[config.mk]
export PLATFORM = sky130hd
export DESIGN_NAME = uart_irq_ctrl
export DESIGN_NICKNAME = d
export VERILOG_FILES = /design/src/rtl/uart_irq_pkg.sv /design/src/rtl/irq_level_detect.sv /design/src/rtl/irq_rx_timeout.sv /design/src/rtl/irq_status_bank.sv /design/src/rtl/uart_irq_ctrl.sv
export SDC_FILE = /design/constraint.sdc
export NUM_CORES = 1
export LEC_CHECK = 0
export CORE_MARGIN = 5
export CORE_UTILIZATION = 30
export CTS_CLUSTER_SIZE = 40
export DETAILED_ROUTE_END_ITERATION = 8
export PLACE_DENSITY = 0.73
export SYNTH_ARGS = -nofsm -noshare
export SYNTH_HDL_FRONTEND = slang
export SYNTH_SLANG_ARGS = --single-unit
[constraint.sdc]
create_clock -name clk -period 1.83 [get_ports clk]
set_input_delay 0.183 -clock clk [delete_from_list [all_inputs] [get_ports clk]]
set_output_delay 0.183 -clock clk [all_outputs]
set_load 0.05 [all_outputs]
[src/rtl/uart_irq_pkg.sv]
package uart_irq_pkg;

    localparam int STAT_W = 11;

    localparam int B_OVR  = 10;
    localparam int B_BRK  = 9;
    localparam int B_PAR  = 8;
    localparam int B_FRM  = 7;
    localparam int B_TMO  = 6;
    localparam int B_TXL  = 5;
    localparam int B_RXL  = 4;
    localparam int B_CTS  = 1;

    localparam logic [STAT_W-1:0] IMPL_BITS = 11'b111_1111_0010;
    localparam logic [STAT_W-1:0] ERR_BITS  = 11'b111_1000_0000;

    typedef enum logic [2:0] {
        LVL_EIGHTH   = 3'd0,
        LVL_QUARTER  = 3'd1,
        LVL_HALF     = 3'd2,
        LVL_3QUARTER = 3'd3,
        LVL_7EIGHTHS = 3'd4
    } lvl_code_e;

    typedef struct packed {
        logic rx_lvl;
        logic tx_lvl;
        logic tmo;
    } level_cond_t;

    function automatic int unsigned lvl_thr(input logic [2:0] code, input int unsigned depth);
        int unsigned eighths;
        case (code)
            LVL_EIGHTH:   eighths = 1;
            LVL_QUARTER:  eighths = 2;
            LVL_HALF:     eighths = 4;
            LVL_3QUARTER: eighths = 6;
            default:      eighths = 7;
        endcase
        return (depth * eighths) / 8;
    endfunction

endpackage

[src/rtl/irq_level_detect.sv]
module irq_level_detect #(
    parameter int unsigned DEPTH  = 32,
    parameter int unsigned FILL_W = 6,
    parameter bit          IS_RX  = 1'b1
) (
    input  logic              fifo_en,
    input  logic [2:0]        lvl_code,
    input  logic [FILL_W-1:0] fill,
    output logic              cond
);
    import uart_irq_pkg::*;

    logic [FILL_W-1:0] thr;

    always_comb thr = FILL_W'(lvl_thr(lvl_code, DEPTH));

    generate
        if (IS_RX) begin : g_rx
            always_comb cond = fifo_en ? (fill >= thr) : (fill != '0);
        end else begin : g_tx
            always_comb cond = fifo_en ? (fill <= thr) : (fill == '0);
        end
    endgenerate

endmodule

[src/rtl/irq_rx_timeout.sv]
module irq_rx_timeout #(
    parameter int unsigned TO_BITS = 32,
    localparam int unsigned CNT_W  = $clog2(TO_BITS + 1)
) (
    input  logic clk,
    input  logic rst,
    input  logic enable,
    input  logic nonempty,
    input  logic push,
    input  logic tick,
    output logic fire
);
    logic [CNT_W-1:0] cnt;
    logic             at_end;

    always_comb at_end = (cnt == CNT_W'(TO_BITS - 1));
    always_comb fire   = enable && nonempty && !push && tick && at_end;

    always_ff @(posedge clk) begin
        if (rst || !enable || !nonempty || push) begin
            cnt <= '0;
        end else if (tick) begin
            cnt <= at_end ? '0 : cnt + 1'b1;
        end
    end

endmodule

[src/rtl/irq_status_bank.sv]
module irq_status_bank #(
    parameter int unsigned STAT_W = 11
) (
    input  logic              clk,
    input  logic              rst,
    input  logic [STAT_W-1:0] set_vec,
    input  logic [STAT_W-1:0] drop_vec,
    input  logic              clr_wr,
    input  logic [STAT_W-1:0] clr_wdata,
    input  logic              mask_wr,
    input  logic [STAT_W-1:0] mask_wdata,
    output logic [STAT_W-1:0] raw_q,
    output logic [STAT_W-1:0] mask_out,
    output logic [STAT_W-1:0] masked,
    output logic              any_irq
);
    import uart_irq_pkg::*;

    logic [STAT_W-1:0] clr_m;
    logic [STAT_W-1:0] raw_n;

    always_comb begin
        clr_m  = clr_wr ? clr_wdata : '0;
        raw_n  = ((raw_q & ~clr_m & ~drop_vec) | set_vec) & IMPL_BITS;
        masked = raw_q & mask_out;
        any_irq = |masked;
    end

    always_ff @(posedge clk) begin
        if (rst) begin
            raw_q    <= '0;
            mask_out <= '0;
        end else begin
            raw_q <= raw_n;
            if (mask_wr) mask_out <= mask_wdata & IMPL_BITS;
        end
    end

endmodule

[src/rtl/uart_irq_ctrl.sv]
module uart_irq_ctrl #(
    parameter int unsigned DEPTH   = 32,
    parameter int unsigned TO_BITS = 32,
    localparam int unsigned FILL_W = $clog2(DEPTH + 1),
    localparam int unsigned SW     = uart_irq_pkg::STAT_W
) (
    input  logic              clk,
    input  logic              rst,
    input  logic              cfg_fifo_en,
    input  logic [2:0]        cfg_rx_lvl,
    input  logic [2:0]        cfg_tx_lvl,
    input  logic              cfg_dma_err_block,
    input  logic [FILL_W-1:0] rx_fill,
    input  logic [FILL_W-1:0] tx_fill,
    input  logic              rx_push,
    input  logic              bit_tick,
    input  logic              ev_overrun,
    input  logic              ev_break,
    input  logic              ev_parity,
    input  logic              ev_framing,
    input  logic              ev_cts,
    input  logic              mask_wr,
    input  logic [SW-1:0]     mask_wdata,
    input  logic              clr_wr,
    input  logic [SW-1:0]     clr_wdata,
    input  logic              rx_dma_req_in,
    output logic [SW-1:0]     raw_stat,
    output logic [SW-1:0]     mask_q,
    output logic [SW-1:0]     masked_stat,
    output logic              irq,
    output logic              rx_dma_req
);
    import uart_irq_pkg::*;

    level_cond_t now_c, prev_c;
    logic        tmo_fire;
    logic [SW-1:0] set_vec, drop_vec;

    irq_level_detect #(.DEPTH(DEPTH), .FILL_W(FILL_W), .IS_RX(1'b1)) u_rx_lvl (
        .fifo_en(cfg_fifo_en), .lvl_code(cfg_rx_lvl), .fill(rx_fill), .cond(now_c.rx_lvl)
    );

    irq_level_detect #(.DEPTH(DEPTH), .FILL_W(FILL_W), .IS_RX(1'b0)) u_tx_lvl (
        .fifo_en(cfg_fifo_en), .lvl_code(cfg_tx_lvl), .fill(tx_fill), .cond(now_c.tx_lvl)
    );

    always_comb now_c.tmo = (rx_fill != '0);

    irq_rx_timeout #(.TO_BITS(TO_BITS)) u_tmo (
        .clk(clk), .rst(rst), .enable(mask_q[B_TMO]), .nonempty(now_c.tmo),
        .push(rx_push), .tick(bit_tick), .fire(tmo_fire)
    );

    always_ff @(posedge clk) begin
        if (rst) prev_c <= '0;
        else     prev_c <= now_c;
    end

    always_comb begin
        set_vec        = '0;
        set_vec[B_OVR] = ev_overrun;
        set_vec[B_BRK] = ev_break;
        set_vec[B_PAR] = ev_parity;
        set_vec[B_FRM] = ev_framing;
        set_vec[B_CTS] = ev_cts;
        set_vec[B_TMO] = tmo_fire;
        set_vec[B_RXL] = now_c.rx_lvl && !prev_c.rx_lvl;
        set_vec[B_TXL] = now_c.tx_lvl && !prev_c.tx_lvl;

        drop_vec        = '0;
        drop_vec[B_RXL] = !now_c.rx_lvl;
        drop_vec[B_TXL] = !now_c.tx_lvl;
        drop_vec[B_TMO] = !now_c.tmo;
    end

    irq_status_bank #(.STAT_W(SW)) u_bank (
        .clk(clk), .rst(rst), .set_vec(set_vec), .drop_vec(drop_vec),
        .clr_wr(clr_wr), .clr_wdata(clr_wdata), .mask_wr(mask_wr), .mask_wdata(mask_wdata),
        .raw_q(raw_stat), .mask_out(mask_q), .masked(masked_stat), .any_irq(irq)
    );

    always_comb rx_dma_req = rx_dma_req_in && !(cfg_dma_err_block && |(raw_stat & ERR_BITS));

endmodule

==> results of run 1 <==
-- final cells by class --
cell class,count,area [µm²],share of cell area [%]
Clock buffer,3,41.3,1.92
Clock inverter,1,30.0,1.39
Inverter,6,22.5,1.05
Multi-Input combinational cell,111,729,33.9
Sequential cell,24,495,23.0
Tap cell,50,62.6,2.90
Timing Repair Buffer,79,773,35.9
-- where the power goes --
group	total (W)	switching, W	leakage, nW	internal [W]
logic	0.000444	0.000244	0.660	0.000201
clock network	0.000453	0.000161	0.0357	0.000292
registers	0.000565	0.0000177	0.201	0.000547
-- cells in the final DEF (no fill, tap or decap), drive strengths merged --
cell,Yosys,routed
buf,10,14
or4,2,2
o41ai,2,2
and2,8,8
xnor2,2,2
a32oi,1,1
clkdlybuf4s50,0,63
a21oi,6,6
ha,7,7
a211oi,1,1
nor3,2,2
a2111oi,3,3
conb,1,9
bufinv,0,1
dlymetal6s2s,0,1
nand4,3,3
clkbuf,4,3
dlygate4sd2,0,1
a311o,1,1
a2111o,1,1
a31oi,1,1
mux2i,9,9
nand2,12,12
xor2,3,3
o21ai,1,1
inv,6,6
nor3b,1,1
dfxtp,24,24
nor4,1,1
nor2b,2,2
or2,2,2
o21bai,2,2
nor2,29,29
-- how the worst max path moves through the flow --
stage	slack, ns	end	depth (start not counted)
floorplan	-0.02	irq	3
global placement	-0.37	u_bank.raw_q[4]	8
detailed placement	-0.42	u_bank.raw_q[4]	8
CTS	-0.23	irq	4
global route	-0.27	irq	4
finish	-0.21	irq	4
-- through the flow --
step	std cells	power [W]	setup WS (ns)	hold WS, ns	setup TNS, ns
after floorplan	155	0.000827	-0.0177	0.262	-0.0177
after global placement	270	0.00100	-0.372	0.399	-0.729
after detailed placement	270	0.00101	-0.424	0.409	-0.831
after CTS	274	0.00147	-0.227	0.421	-0.227
after global routing	274	0.00154	-0.272	0.463	-0.278
final	274	0.00146	-0.205	0.416	-0.205
-- registers in the layout, summed over array words and instances (netlist names) --
name	count
u_bank.mask_out	8
u_bank.raw_q	8
u_tmo.cnt	6
prev_c	2
-- worst register-to-register path: cells and delay by family, from the launching register on --
family,cells,cell delay [ns]
adders and majority gates,1,0.18
DFF,1,0.37
and+or+nand+nor,4,0.63
-- what timing repair did --
action | CTS | global route
resized for setup | 4 | 3
setup endpoints to repair | 3 | 3
pin swaps | 1 | 4
-- logic make-up (layout without fill, tap and decap cells) --
family,after synthesis,in the layout
other cells,1,9
simple gates,62,62
compound gates,19,19
buf+inv,20,89
xor+xnor,5,5
mux,9,9
fa+ha+maj,7,7
flops,24,24
-- metal layers --
metal	track usage, %	wire length (µm)
met1	14.3	1410
met3	4.46	355
met2	21.8	1750
met5	0	0
met4	2.77	40
==> results.json, run 1 <==
{
  "power_density_nw_per_um2": 679,
  "dp_hpwl_mm": 2.93,
  "setup_viol": 1,
  "grt_max_degree": 20,
  "crit_buf_inv": 1,
  "io_buffers": 73,
  "ys_seq_area_share_pct": 38.6,
  "worstSetupEndpointType": "output pin",
  "avgSynthCellArea_um2": 8.47,
  "synth_top_family_by_area": "simple AND/OR/NAND/NOR gates",
  "cp.required_ns": 1.65,
  "leakagePower_nw": 0.897,
  "worst-path-max-fanout": 3,
  "min_path_cells": 1,
  "fill_cells": 380,
  "htreeDepth": 1,
  "antenna_found_initial": 0,
  "fin_crit_ns": 2.04,
  "coreArea_um2": 4000,
  "netlist.area_leader.share_pct": 38.6,
  "grt_first_pass_wirelength_mm": 5.33,
  "hold_viol": 0,
  "ios": 89,
  "grt-ovfl-total": 0,
  "drive_above_1_share_pct": 16.5,
  "clkTransAtPathRegs_ns": 0.08,
  "start_util_pct": 31.1,
  "fin_util_pct": 53.9,
  "grt_setup_unrepaired": "true",
  "cp_cell_sequence": "and2_4, or4_1, or4_4, buf_6",
  "synthTopCellsByArea": "dfxtp_1 (39%), nor2_1 (8.7%), mux2i_1 (7.2%)",
  "synth_common_cells": "nor2_1 (29), dfxtp_1 (24), nand2_1 (12), buf_4 (10), mux2i_1 (9)",
  "reg2reg_from": "u_tmo.cnt[0]",
  "critPathMaxStageDelay_ns": 0.51,
  "synthXorXnorAreaFrac_pct": 3.52,
  "areaGrowthSynthToFinish_pct": 73.1,
  "postCtsHoldBufs": 0,
  "die_w_um": 74.4,
  "nNetsFinal": 286,
  "antenna_cells": 0,
  "groute.usage.overall_pct": 12.4,
  "drc": 0,
  "cpLargestDelayFamily": "simple AND/OR/NAND/NOR gates",
  "yosysUniqueCellTypes": 30,
  "drt_first_iter_violations": 37,
  "slew_viol_final": 0,
  "cts_sinks": 24,
  "dr_total_vias": 1231,
  "violations": "negative setup slack",
  "numCtsBuffers": 3,
  "yosys.area_share.simple_pct": 23.2,
  "async_flop_share_pct": 0,
  "synth-compound-area-share_pct": 11.1,
  "via_per_inst": 4.49,
  "gp_congestion": 0.745,
  "r2r_setup_slack_ns": 0.55,
  "slew_headroom_pct": 65.5,
  "r2r-end": "u_tmo.cnt[0]",
  "synth_warnings": 0,
  "fmax_mhz": 491,
  "cts_tree": "built",
  "routed_wl_mm": 3.55,
  "crit_start": "u_bank.mask_out[1]",
  "clock_latency_ns": 0.26,
  "start_kind": "register",
  "synth_edf_count": 0,
  "clockBufferDepth": 2,
  "drt-pass1-iter-count": 2,
  "final_area_um2": 2150,
  "wire_per_inst_um": 13.0,
  "rows": 23,
  "min-delay-start": "prev_c[1]",
  "arrival_ns": 1.85,
  "synth_mux_area_share_pct": 7.24,
  "hold_end": "u_bank.raw_q[5]",
  "post-synth-top-count-cell": "nor2_1",
  "worstRegToRegCells": 5,
  "synthAdderAreaFrac_pct": 7.04,
  "hold_class": "register to register",
  "place_area_um2": 2050,
  "synth_area_um2": 1240,
  "status": "finished, violations left",
  "syn_inst": 147,
  "tightestPinTransition_ns": 0.516,
  "cts_setup_buffers": 0,
  "grt_pass1_vias": 1239,
  "die_h_um": 74.4,
  "cts-root-buf": "clkbuf_8",
  "maxCapViolCount": 0,
  "synth_top_cell_by_area": "dfxtp_1",
  "ys.flop_type": "dfxtp_1",
  "clock-skew-final_ns": 0.000617,
  "ant_nets": 0,
  "ys_ff_latch": 24,
  "timing.final.crit_share_pct": 111,
  "dieArea_um2": 5540,
  "vdd_ir_drop_max_mv": 0.430,
  "critPathKind": "register to output pin",
  "final.setup.worst_slack_ns": -0.205,
  "crit_path_top_delay_cell": "or4_1"
}
(Power assumes the default switching activity.)
==> inputs of run 2 (changes only) <==
==> constraint.sdc (replaced) <==
create_clock -name clk -period 2 [get_ports clk]
set_input_delay 0.2 -clock clk [delete_from_list [all_inputs] [get_ports clk]]
set_output_delay 0.2 -clock clk [all_outputs]
set_load 0.05 [all_outputs]
==> results.json, run 2 (synthesized netlist as in run 1, its figures left out) <==
{
  "antenna_cells": 0,
  "ios": 89,
  "io_buffers": 73,
  "ant_nets": 0,
  "cp_cell_sequence": "and2_4, or4_4, or4_4, buf_8",
  "hold_viol": 0,
  "clock-skew-final_ns": 0.000812,
  "fin_crit_ns": 2.05,
  "dieArea_um2": 5540,
  "r2r_setup_slack_ns": 0.68,
  "min-delay-start": "prev_c[1]",
  "via_per_inst": 4.48,
  "grt-ovfl-total": 0,
  "critPathMaxStageDelay_ns": 0.53,
  "cp.required_ns": 1.80,
  "start_kind": "register",
  "gp_congestion": 0.774,
  "drt_first_iter_violations": 20,
  "die_w_um": 74.4,
  "worst-path-max-fanout": 2,
  "slew_headroom_pct": 65.3,
  "layout_commonest_cell": "clkdlybuf4s50_1",
  "power_density_nw_per_um2": 567,
  "hold_class": "register to register",
  "drive_above_1_share_pct": 12.4,
  "leakagePower_nw": 0.863,
  "arrival_ns": 1.85,
  "start_util_pct": 31.1,
  "clockBufferDepth": 2,
  "crit_path_frequent_cell": "or4_4",
  "cts_tree": "built",
  "vdd_ir_drop_max_mv": 0.386,
  "grt_first_pass_wirelength_mm": 5.39,
  "critPathKind": "register to output pin",
  "rows": 23,
  "drt-pass1-iter-count": 2,
  "r2r-end": "u_tmo.cnt[0]",
  "final_cell_mix": "clkdlybuf4s50_1 (71), nor2_1 (28), dfxtp_1 (19)",
  "slew_viol_final": 0,
  "cts_sinks": 24,
  "dr_total_vias": 1231,
  "numCtsBuffers": 3,
  "tightestPinTransition_ns": 0.515,
  "fmax_mhz": 487,
  "antenna_found_initial": 0,
  "worstRegToRegCells": 4,
  "min_path_cells": 1,
  "clkTransAtPathRegs_ns": 0.08,
  "wire_per_inst_um": 12.7,
  "hold_end": "u_bank.raw_q[5]",
  "drc": 0,
  "groute.usage.overall_pct": 12.6,
  "clock_latency_ns": 0.26,
  "fin_util_pct": 52.7,
  "final.setup.worst_slack_ns": -0.0543,
  "grt_max_degree": 20,
  "postCtsHoldBufs": 0,
  "nNetsFinal": 288,
  "die_h_um": 74.4,
  "routed_wl_mm": 3.48,
  "htreeDepth": 1,
  "maxCapViolCount": 0,
  "dp_hpwl_mm": 2.88,
  "power_w": 0.00120,
  "crit_path_top_delay_cell": "or4_4",
  "reg.largest.list": "u_bank.mask_out x8, u_bank.raw_q x8, u_tmo.cnt x6",
  "coreArea_um2": 4000,
  "areaGrowthSynthToFinish_pct": 69.4,
  "worstSetupEndpointType": "output pin",
  "status": "finished, violations left",
  "grt_pass1_vias": 1193,
  "timing.final.crit_share_pct": 103,
  "cts-root-buf": "clkbuf_8",
  "setup_viol": 1,
  "violations": "negative setup slack",
  "reg2reg_from": "u_bank.mask_out[6]",
  "grt_setup_unrepaired": "true"
}
[run 2: through the flow]
stage	hold slack, ns	setup slack (ns)	setup TNS (ns)	std cells	instance area [µm²]
2_1_floorplan	0.279	0.0253	0	155	1290
3_3_place_gp	0.400	-0.218	-0.421	269	2030
3_5_place_dp	0.414	-0.223	-0.428	269	2030
4_1_cts	0.425	-0.0635	-0.0635	275	2100
5_1_grt	0.453	-0.102	-0.102	275	2110
6_report	0.419	-0.0543	-0.0543	275	2110
[run 2: worst max-delay path by stage]
stage / startpoint / end / slack [ns] / cells after the start
after CTS: u_bank.mask_out[5] / irq / -0.06 / 4
after floorplan: u_bank.raw_q[8] / irq / 0.03 / 3
final: u_bank.mask_out[5] / irq / -0.05 / 4
after detailed placement: cfg_rx_lvl[2] / u_bank.raw_q[4] / -0.22 / 8
after global routing: u_bank.mask_out[5] / irq / -0.10 / 4
after global placement: cfg_rx_lvl[2] / u_bank.raw_q[4] / -0.22 / 8
[run 2: what timing repair did]
item                                    4_1_cts  5_1_grt
setup buffers                                 3        0
endpoints found under the setup margin        1        3
hold endpoints to repair                      0        0
pin swaps                                     3        0
resized for setup                             3        3
gates cloned                                  0        0
[run 2: area by class of cell]
cell class                 instances  area (µm²)
multi-input combinational        111         703
sequential                        24         487
timing repair buffer              81         793
inverter                           6        22.5
clock buffer                       3        41.3
fill                             399        1890
tap                               50        62.6
[run 2: worst max-delay path, delay by kind of cell, from the launching register on]
| family | cells | cell delay [ns] |
|---|---|---|
| buffers and inverters | 1 | 0.17 |
| AND/OR/NAND/NOR | 3 | 1.11 |
| flip-flops | 1 | 0.32 |
[run 2: where the power goes]
group          total [W]  switching [W]  internal (W)
logic           0.000403       0.000219      0.000184
registers       0.000516      0.0000155      0.000501
clock network   0.000277       0.000143      0.000134
total            0.00120       0.000377      0.000820
[run 2: metal layers]
layer | global-route usage [%] | vias up | routed length, µm
li1 | - | 644 | -
met1 | 16.0 | 545 | 1480
met2 | 21.0 | 40 | 1690
met3 | 4.05 | 2 | 303
met4 | 2.57 | 0 | 14
met5 | 0 | - | 0
==> inputs of run 3 (changes only) <==
--- a/config.mk
+++ b/config.mk
@@ -5,7 +5,6 @@
 export SDC_FILE = /design/constraint.sdc
 export NUM_CORES = 1
 export LEC_CHECK = 0
-export CORE_MARGIN = 5
 export CORE_UTILIZATION = 30
 export CTS_CLUSTER_SIZE = 40
 export DETAILED_ROUTE_END_ITERATION = 8
==> results.json, run 3 (synthesized netlist as in run 1, its figures left out) <==
{
  "status": "finished, violations left",
  "violations": "negative setup slack",
  "start_util_pct": 31.1,
  "fill_cells": 398,
  "die_w_um": 66.4,
  "gp_congestion": 0.800,
  "critPathKind": "register to output pin",
  "htreeDepth": 1,
  "cts_tree": "built",
  "leakagePower_nw": 0.849,
  "final_cell_mix": "clkdlybuf4s50_1 (71), nor2_1 (28), dfxtp_1 (18)",
  "dr_total_vias": 1232,
  "highest_layer": "met4",
  "drive_above_1_share_pct": 11.3,
  "met1_length_mm": 1.42,
  "routed_wl_mm": 3.19,
  "hold_class": "register to register",
  "timing.final.crit_share_pct": 103,
  "ios": 89,
  "antenna_found_initial": 0,
  "drt_first_iter_violations": 46,
  "rows": 23,
  "clock_latency_ns": 0.26,
  "slew_viol_final": 0,
  "drt-pass1-iter-count": 4,
  "cp.required_ns": 1.80,
  "grt_setup_unrepaired": "true",
  "grt_first_pass_wirelength_mm": 5.04,
  "coreArea_um2": 4000,
  "dieArea_um2": 4410,
  "reg.largest.list": "u_bank.mask_out x8, u_bank.raw_q x8, u_tmo.cnt x6",
  "antenna_cells": 0,
  "setup_viol": 1,
  "cts_setup_buffers": 0,
  "arrival_ns": 1.86,
  "nNetsFinal": 285,
  "start_kind": "register",
  "fin_crit_ns": 2.06,
  "multi_input_comb_area_um2": 716,
  "hold_viol": 0,
  "power_density_nw_per_um2": 570,
  "fmax_mhz": 486,
  "wire_per_inst_um": 11.7,
  "dp_hpwl_mm": 2.55,
  "vdd_ir_drop_max_mv": 0.337,
  "tightestPinTransition_ns": 0.531,
  "via_per_inst": 4.53,
  "layout_commonest_cell": "clkdlybuf4s50_1",
  "areaGrowthSynthToFinish_pct": 68.7,
  "worstSetupEndpointType": "output pin",
  "grt_pass1_vias": 1130,
  "clockBufferDepth": 2,
  "slew_headroom_pct": 64.5,
  "clock-skew-final_ns": 0.000742,
  "routed-wl-met3_um": 201,
  "die_h_um": 66.4,
  "worst-path-max-fanout": 2,
  "whs_ns": 0.416,
  "numCtsBuffers": 3,
  "drc": 0,
  "cts_sinks": 24,
  "ant_nets": 0,
  "io_buffers": 73,
  "seqCellArea_um2": 488,
  "power_w": 0.00120,
  "final.setup.worst_slack_ns": -0.0557,
  "grt_max_degree": 20,
  "clkTransAtPathRegs_ns": 0.08,
  "groute.usage.overall_pct": 15.3,
  "maxCapViolCount": 0,
  "postCtsHoldBufs": 0,
  "grt-ovfl-total": 0,
  "wl_met2_mm": 1.55,
  "cts-root-buf": "clkbuf_8"
}
run 3: cell count changes in the layout (fill, tap and decap cells not counted):
cell and delta:
buf_4 -3, inv_2 -1, a2111oi_4 +1, inv_1 +1, dfxtp_1 -1, dfxtp_2 +1, a2111oi_2 -1
run 3: final cells by class:
| class | count | area share [%] |
|---|---|---|
| timing repair buffer | 78 | 36.7 |
| sequential | 24 | 23.2 |
| tap | 50 | 2.98 |
| multi-input combinational | 111 | 34.1 |
| clock buffer | 3 | 1.97 |
| inverter | 6 | 1.07 |
run 3: worst paths after layout:
path / start / to / slack (ns) / depth (start not counted)
worst min register to register: prev_c[1] / u_bank.raw_q[5] / 0.42 / 1
worst max-delay path: u_bank.raw_q[8] / irq / -0.06 / 4
worst min-delay path: prev_c[1] / u_bank.raw_q[5] / 0.42 / 1
worst max register to register: u_bank.mask_out[6] / u_tmo.cnt[3] / 0.69 / 4
run 3: power by group:
group,internal (W),switching (W)
Clock,0.000134,0.000145
Sequential,0.000501,0.0000153
Combinational,0.000182,0.000220
Total,0.000818,0.000379
run 3: critical path: stages (launching register included):
cell and delay, ns:
dfxtp_2 0.32, and2_4 0.15, or4_4 0.52, or4_4 0.43
buf_8 0.17
run 3: routing by layer:
metal | global-route usage, % | up-vias
met5 | 0 | -
met4 | 5.59 | 0
met3 | 3.28 | 2
met2 | 26.5 | 42
met1 | 18.2 | 551
li1 | - | 637
run 3: timing repair:
| item | in CTS | in global routing |
|---|---|---|
| resized for setup | 5 | 2 |
| pin swaps | 2 | 2 |
| endpoints found under the setup margin | 3 | 3 |
run 3: stage by stage:
step	cell area, µm²	std cells	utilization [%]	setup slack [ns]	TNS (ns)
3_3_place_gp	2030	269	50.7	-0.217	-0.418
2_1_floorplan	1290	155	-	0.0253	0
3_5_place_dp	2030	269	50.7	-0.330	-0.640
4_1_cts	2090	272	52.2	-0.0664	-0.0664
6_report	2100	272	52.5	-0.0557	-0.0557
5_1_grt	2100	272	52.5	-0.109	-0.109
